**src/rtl/uart9_pkg.sv**
```systemverilog
package uart9_pkg;
  localparam int TICKS_PER_BIT = 16;
  localparam int TICK_W = $clog2(TICKS_PER_BIT);

  typedef struct packed {
    logic [7:0] data;
    logic       b9;
  } tx_word_t;
endpackage

```
**src/rtl/uart9_baud.sv**
```systemverilog
module uart9_baud #(
  parameter int DIV_W = 16
) (
  input  logic             clk_i,
  input  logic             rst_ni,
  input  logic [1:0]       mode_i,
  input  logic             rate_dbl_i,
  input  logic             src_sel_i,
  input  logic             timer_tick_i,
  input  logic [DIV_W-1:0] div_i,
  output logic             tick_o
);
  logic             half_clk_q, half_tmr_q;
  logic [DIV_W-1:0] div_cnt_q;
  logic             div_tick;

  assign div_tick = (div_cnt_q >= div_i);

  always_ff @(posedge clk_i or negedge rst_ni) begin
    if (!rst_ni) begin
      half_clk_q <= 1'b0;
      half_tmr_q <= 1'b0;
      div_cnt_q  <= '0;
    end else begin
      half_clk_q <= ~half_clk_q;
      if (timer_tick_i) half_tmr_q <= ~half_tmr_q;
      div_cnt_q <= div_tick ? '0 : div_cnt_q + 1'b1;
    end
  end

  always_comb begin
    if (mode_i == 2'd2)  tick_o = rate_dbl_i | half_clk_q;
    else if (src_sel_i)  tick_o = div_tick;
    else                 tick_o = timer_tick_i & (rate_dbl_i | half_tmr_q);
  end

  // at half rate no two fixed-rate ticks in a row
  a_r4_half_rate: assert property (@(posedge clk_i) disable iff (!rst_ni)
    (tick_o && mode_i == 2'd2 && !rate_dbl_i) |=> !(tick_o && mode_i == 2'd2 && !rate_dbl_i));
endmodule

```
**src/rtl/uart9_hold.sv**
```systemverilog
module uart9_hold
  import uart9_pkg::*;
(
  input  logic     clk_i,
  input  logic     rst_ni,
  input  logic     wr_i,
  input  tx_word_t wr_word_i,
  input  logic     dbuf_en_i,
  input  logic     busy_i,
  input  logic     take_i,
  output logic     valid_o,
  output tx_word_t word_o,
  output logic     overrun_o
);
  logic     valid_q, ovr_q, accept;
  tx_word_t word_q;

  // buffered: slot free or freeing now; unbuffered: whole path idle
  assign accept = wr_i && (dbuf_en_i ? (!valid_q || take_i) : (!valid_q && !busy_i));

  always_ff @(posedge clk_i or negedge rst_ni) begin
    if (!rst_ni) begin
      valid_q <= 1'b0;
      word_q  <= '0;
      ovr_q   <= 1'b0;
    end else begin
      if (accept) begin
        valid_q <= 1'b1;
        word_q  <= wr_word_i;
      end else if (take_i) begin
        valid_q <= 1'b0;
      end
      if (wr_i && !accept) ovr_q <= 1'b1;
    end
  end

  assign valid_o   = valid_q;
  assign word_o    = word_q;
  assign overrun_o = ovr_q;

  // a dropped write leaves the held word untouched
  a_r11_drop_keeps_word: assert property (@(posedge clk_i) disable iff (!rst_ni)
    (wr_i && !accept) |=> (word_q == $past(word_q)));
endmodule

```
**src/rtl/uart9_shift.sv**
```systemverilog
module uart9_shift
  import uart9_pkg::*;
(
  input  logic     clk_i,
  input  logic     rst_ni,
  input  logic     tick_i,
  input  logic     nine_i,
  input  logic     dbuf_en_i,
  input  logic     bit9_live_i,
  input  logic     hold_valid_i,
  input  tx_word_t hold_word_i,
  output logic     take_o,
  output logic     busy_o,
  output logic     frame_done_o,
  output logic     txd_o
);
  logic              busy_q, txd_q, bit_end, frame_end, nxt_bit;
  logic [TICK_W-1:0] tick_cnt_q;
  logic [3:0]        bit_idx_q, last_idx;
  tx_word_t          sh_q;

  assign last_idx  = nine_i ? 4'd10 : 4'd9;
  assign bit_end   = busy_q && tick_i && (tick_cnt_q == TICK_W'(TICKS_PER_BIT - 1));
  assign frame_end = bit_end && (bit_idx_q == last_idx);
  assign take_o    = hold_valid_i && (!busy_q || frame_end);

  always_comb begin
    if (bit_idx_q <= 4'd7)            nxt_bit = sh_q.data[bit_idx_q[2:0]];
    else if (bit_idx_q == 4'd8 && nine_i) nxt_bit = dbuf_en_i ? sh_q.b9 : bit9_live_i;
    else                              nxt_bit = 1'b1;
  end

  always_ff @(posedge clk_i or negedge rst_ni) begin
    if (!rst_ni) begin
      busy_q     <= 1'b0;
      txd_q      <= 1'b1;
      tick_cnt_q <= '0;
      bit_idx_q  <= '0;
      sh_q       <= '0;
    end else if (take_o) begin
      sh_q       <= hold_word_i;
      busy_q     <= 1'b1;
      txd_q      <= 1'b0;
      tick_cnt_q <= '0;
      bit_idx_q  <= '0;
    end else if (frame_end) begin
      busy_q     <= 1'b0;
      txd_q      <= 1'b1;
      tick_cnt_q <= '0;
      bit_idx_q  <= '0;
    end else if (busy_q && tick_i) begin
      tick_cnt_q <= tick_cnt_q + 1'b1;
      if (bit_end) begin
        bit_idx_q <= bit_idx_q + 1'b1;
        txd_q     <= nxt_bit;
      end
    end
  end

  assign busy_o       = busy_q;
  assign frame_done_o = frame_end;
  assign txd_o        = txd_q;

  // every load opens with a low start bit
  a_r2_start_low: assert property (@(posedge clk_i) disable iff (!rst_ni)
    take_o |=> (!txd_o && busy_o));
  // a frame only ends out of a high stop bit
  a_r9_stop_high: assert property (@(posedge clk_i) disable iff (!rst_ni)
    frame_end |-> txd_q);
endmodule

```
**src/rtl/uart9_tx.sv**
```systemverilog
module uart9_tx
  import uart9_pkg::*;
(
  input  logic        clk_i,
  input  logic        rst_ni,
  input  logic        wr_i,
  input  logic [7:0]  wr_data_i,
  input  logic        bit9_i,
  input  logic [1:0]  mode_i,
  input  logic        dbuf_en_i,
  input  logic        rate_dbl_i,
  input  logic        src_sel_i,
  input  logic        timer_tick_i,
  input  logic [15:0] div_i,
  input  logic        irq_clr_i,
  output logic        txd_o,
  output logic        tx_irq_o,
  output logic        overrun_o
);
  logic     tick, take, busy, frame_done, hold_valid, irq_q;
  tx_word_t wr_word, hold_word;

  assign wr_word = '{data: wr_data_i, b9: bit9_i};

  uart9_baud #(.DIV_W(16)) u_baud (
    .clk_i, .rst_ni, .mode_i, .rate_dbl_i, .src_sel_i, .timer_tick_i, .div_i,
    .tick_o(tick)
  );

  uart9_hold u_hold (
    .clk_i, .rst_ni, .wr_i, .wr_word_i(wr_word), .dbuf_en_i,
    .busy_i(busy), .take_i(take),
    .valid_o(hold_valid), .word_o(hold_word), .overrun_o
  );

  uart9_shift u_shift (
    .clk_i, .rst_ni, .tick_i(tick), .nine_i(mode_i[1]), .dbuf_en_i,
    .bit9_live_i(bit9_i), .hold_valid_i(hold_valid), .hold_word_i(hold_word),
    .take_o(take), .busy_o(busy), .frame_done_o(frame_done), .txd_o
  );

  always_ff @(posedge clk_i or negedge rst_ni) begin
    if (!rst_ni)                               irq_q <= 1'b0;
    else if (dbuf_en_i ? take : frame_done)    irq_q <= 1'b1;
    else if (irq_clr_i)                        irq_q <= 1'b0;
  end
  assign tx_irq_o = irq_q;

  a_r1_idle_high: assert property (@(posedge clk_i) disable iff (!rst_ni)
    !busy |-> txd_o);
  a_r7_irq_buffer_free: assert property (@(posedge clk_i) disable iff (!rst_ni)
    (dbuf_en_i && take) |=> tx_irq_o);
  a_r10_irq_frame_done: assert property (@(posedge clk_i) disable iff (!rst_ni)
    (!dbuf_en_i && frame_done) |=> tx_irq_o);
  a_r11_overrun_sticky: assert property (@(posedge clk_i) disable iff (!rst_ni)
    overrun_o |=> overrun_o);
endmodule

```
**config.mk**
```make
export PLATFORM = sky130hd
export DESIGN_NAME = uart9_tx
export DESIGN_NICKNAME = d
export VERILOG_FILES = /design/src/rtl/uart9_pkg.sv /design/src/rtl/uart9_baud.sv /design/src/rtl/uart9_hold.sv /design/src/rtl/uart9_shift.sv /design/src/rtl/uart9_tx.sv
export SDC_FILE = /design/constraint.sdc
export NUM_CORES = 1
export LEC_CHECK = 0
export ABC_AREA = 1
export CORE_MARGIN = 2
export CORE_UTILIZATION = 56
export CTS_CLUSTER_SIZE = 24
export DETAILED_ROUTE_END_ITERATION = 10
export HOLD_SLACK_MARGIN = 0.03
export PLACE_DENSITY_LB_ADDON = 0.08
export SYNTH_ARGS = -nofsm -noshare
export SYNTH_HDL_FRONTEND = slang
export SYNTH_SLANG_ARGS = --single-unit
```
**constraint.sdc**
```tcl
create_clock -name clk_i -period 4.1 [get_ports clk_i]
set_input_delay 0.41 -clock clk_i [delete_from_list [all_inputs] [get_ports clk_i]]
set_output_delay 0.41 -clock clk_i [all_outputs]
set_load 0.01 [all_outputs]
```
==> run metrics <==
outcome=completed; Critical Path End Type=flop; Hold Fails Final Rpt=0; CTS tree=yes; initial antenna violation count=0; Final GP Congestion=0.927; yosys warns=0; crit path buf inv count=2; largest net degree at the start of global routing=50; Gate power share=27.5%; H-tree depth=2; number of diodes=0; first drt pass iteration count=4; clock network power share=24.8%; Period minus WS final=2.61 ns; IR Drop Worst-Case VDD=0.339 mV; CTS Buf Count=5; Setup Buffers After CTS=0; NetSw=486 uW; FP Rows=25; # setup viols final=0; reg2reg setup slack=1.65 ns; initial core utilization=59.1%; # fillers=430; total gr overflow=0; layout cells sized above 1=10.4%; top_reg_cell synth=dfrtp_1; DIE AREA=5670 um^2; most common cell in the synthesized netlist=nand2_1; Startpoint Class=input pin; Post-Route WL=5390 um; Vias/cell=5.04; clock root buffer=clkbuf_8; Syn Inst Count=344; Layout Area Growth over Synthesis=18.8%; die height=75.3 um; Seq/Total Area, Yosys=43.1%; final worst-path cycle share=63.6%; nets=437; grt met2 use=36.6%; Post-CTS Resized=0; Setup Skew=0.00784 ns; worst r2r path cells=16; most used cell along the critical path=nand2_1; Req. time, crit path=4.31 ns; Post-CTS Hold Buffers=0; Area contributors post-synth=dfrtp_1 42%, nand2_1 11%, ha_1 8.8%, inv_1 5.8%, nor2_1 3.3%; Cell Chain, Critical Path=clkdlybuf4s50_1 -> inv_1 -> ha_1 -> nand2_1 -> nor2_1 -> nor2_1 -> nand2_1 -> nand2_1 -> nand2_1 -> nand2_2 -> nand2_4 -> nand2_2 -> nand2_2 -> nand4_4 -> nand3_2 -> nand3_2 -> nand2_1 -> nand2_1; register share of total power=47.7%; Slew HR=28.1%; hpwl dp=4060 um; Final Cell Area=3380 um^2; met1 Resource Use GR=28.8%; FF-to-FF End=u_hold.word_o[2]; met3 usage=4.89%; CP max stage cell=clkdlybuf4s50_1; Synth top area share=42.2%; Switching Share=33.4%; first-pass GRT wire length=9560 um; hold crit path type=in -> async; worst-path fanout max=16; critical path class=in -> reg; pre-CTS setup slack=1.10 ns; Max Root-Sink Buffers=2; number of enable flip-flop cells after synthesis=0; CP Depth=18; worst-margin pin slew=1.08 ns; CP top delay family=simple AND/OR/NAND/NOR gates; Slew Limit Fails=0; Post-synth top cells=86 x nand2_1, 48 x dfrtp_1, 44 x inv_1; Sum Neg Setup Slack=0 ns; multi-input logic area=1400 um^2; Synth area leader=dfrtp_1; vias in the first global route=2219; P_int=970 uW; Final WS setup=1.49 ns; Clock Latency Late Sink=0.31 ns; post-synth net total=399; chip width=75.3 um; max cap viols=0; Reg clk slew, reported paths=0.09 ns; number of I/O pins=38; initial DRC count=110; post-synthesis register bit count=49; Crit path arrival time=2.82 ns; register area=1230 um^2; Antenna Nets Post-Route=0; Worst R2R Start=u_baud.div_cnt_q[3]; RSZ-0062 raised after global routing=no; delay of the slowest cell on the worst path=0.45 ns; Placed Area=3260 um^2; grt peak-use layer=met2; Leak Pwr=0.00173 uW; f_max=384 MHz; All-Layer GR Usage=21.9%; # DRC=0; Yosys cell types=35; Sink Count=49; IO Port Bufs=37; post-layout util=70.2%; Async SR Flop Fraction=100%; synthesized cell area=2850 um^2; CORE AREA=4820 um^2; pwr dens=431 nW/um^2; via count=2269; Mean Syn Cell Area=8.27 um^2; drt wl/cell=12.0 um
==> flip-flops by register name, indices dropped and copies added (netlist names) <==
signal              cells
u_baud.half_tmr_q       1
u_shift.txd_o           1
u_hold.word_o           9
u_shift.busy_o          1
u_shift.bit_idx_q       4
tx_irq_o                1
u_baud.div_cnt_q       16
u_hold.overrun_o        1
u_shift.tick_cnt_q      4
u_shift.sh_q            9
u_hold.valid_o          1
u_baud.half_clk_q       1
==> how the worst max path moves through the flow <==
stage | from | to | slack [ns]
2_1_floorplan | div_i[3] | u_shift.bit_idx_q[3] | 2.08
3_3_place_gp | div_i[3] | u_hold.word_o[7] | 1.17
3_5_place_dp | div_i[3] | u_hold.word_o[3] | 1.10
4_1_cts | div_i[3] | u_hold.word_o[2] | 1.43
5_1_grt | div_i[3] | u_hold.word_o[6] | 1.19
6_report | div_i[3] | u_hold.word_o[2] | 1.49
==> per-stage QoR <==
step / hold WS, ns / total power, uW / std cells
6_report: 0.282 / 1460 / 450
3_5_place_dp: 0.409 / 1110 / 441
2_1_floorplan: 0.114 / 974 / 344
4_1_cts: 0.331 / 1470 / 449
3_3_place_gp: 0.409 / 1090 / 441
5_1_grt: 0.381 / 1580 / 450
==> cell usage in the layout (no fill, tap or decap), drive strengths merged, types with 4 or more instances in the layout <==
cell type,n
nor2,29
clkbuf,6
xor2,6
nand2,100
o21ai,9
nor3b,5
dfrtp,48
nand4,12
nand3,18
ha,20
a21oi,19
nor3,10
clkdlybuf4s50,36
o2111ai,4
inv,47
==> routing by layer <==
layer	vias to the layer above	wire, um
li1	1199	-
met1	1020	2550
met2	41	2580
met3	9	177
met4	0	81
met5	-	0
==> logic make-up (layout without fill, tap and decap cells) <==
group                      after synthesis  after routing  synth area share, %
xor gates and xnor gates                 7              7                 2.15
buffers and inverters                   54             93                 7.60
and+or+nand+nor                        178            178                 30.8
DFF                                     49             49                 43.1
adders and majority gates               20             20                 8.79
AOI/OAI and AO/OA                       36             36                 7.52
==> layout make-up <==
class	count	area share, %
Clock buffer	6	2.44
Clock inverter	2	1.11
Inverter	47	5.22
Multi-Input combinational cell	241	41.5
Sequential cell	49	36.3
Tap cell	67	2.48
Timing Repair Buffer	38	11.0
==> power groups by stage <==
stage | combinational (uW) | sequential, uW | clock (uW)
4_1_cts | 407 | 695 | 366
2_1_floorplan | 302 | 672 | 0
3_3_place_gp | 387 | 702 | 0
5_1_grt | 478 | 710 | 391
3_5_place_dp | 402 | 704 | 0
6_report | 400 | 695 | 361
==> worst reg2reg max path, delay by kind of cell (launching register included) <==
family | cells | cell delay [ns]
and+or+nand+nor | 15 | 1.63
adders and majority gates | 1 | 0.30
DFF | 1 | 0.41
Note: power is estimated with default switching activity, not from simulation.
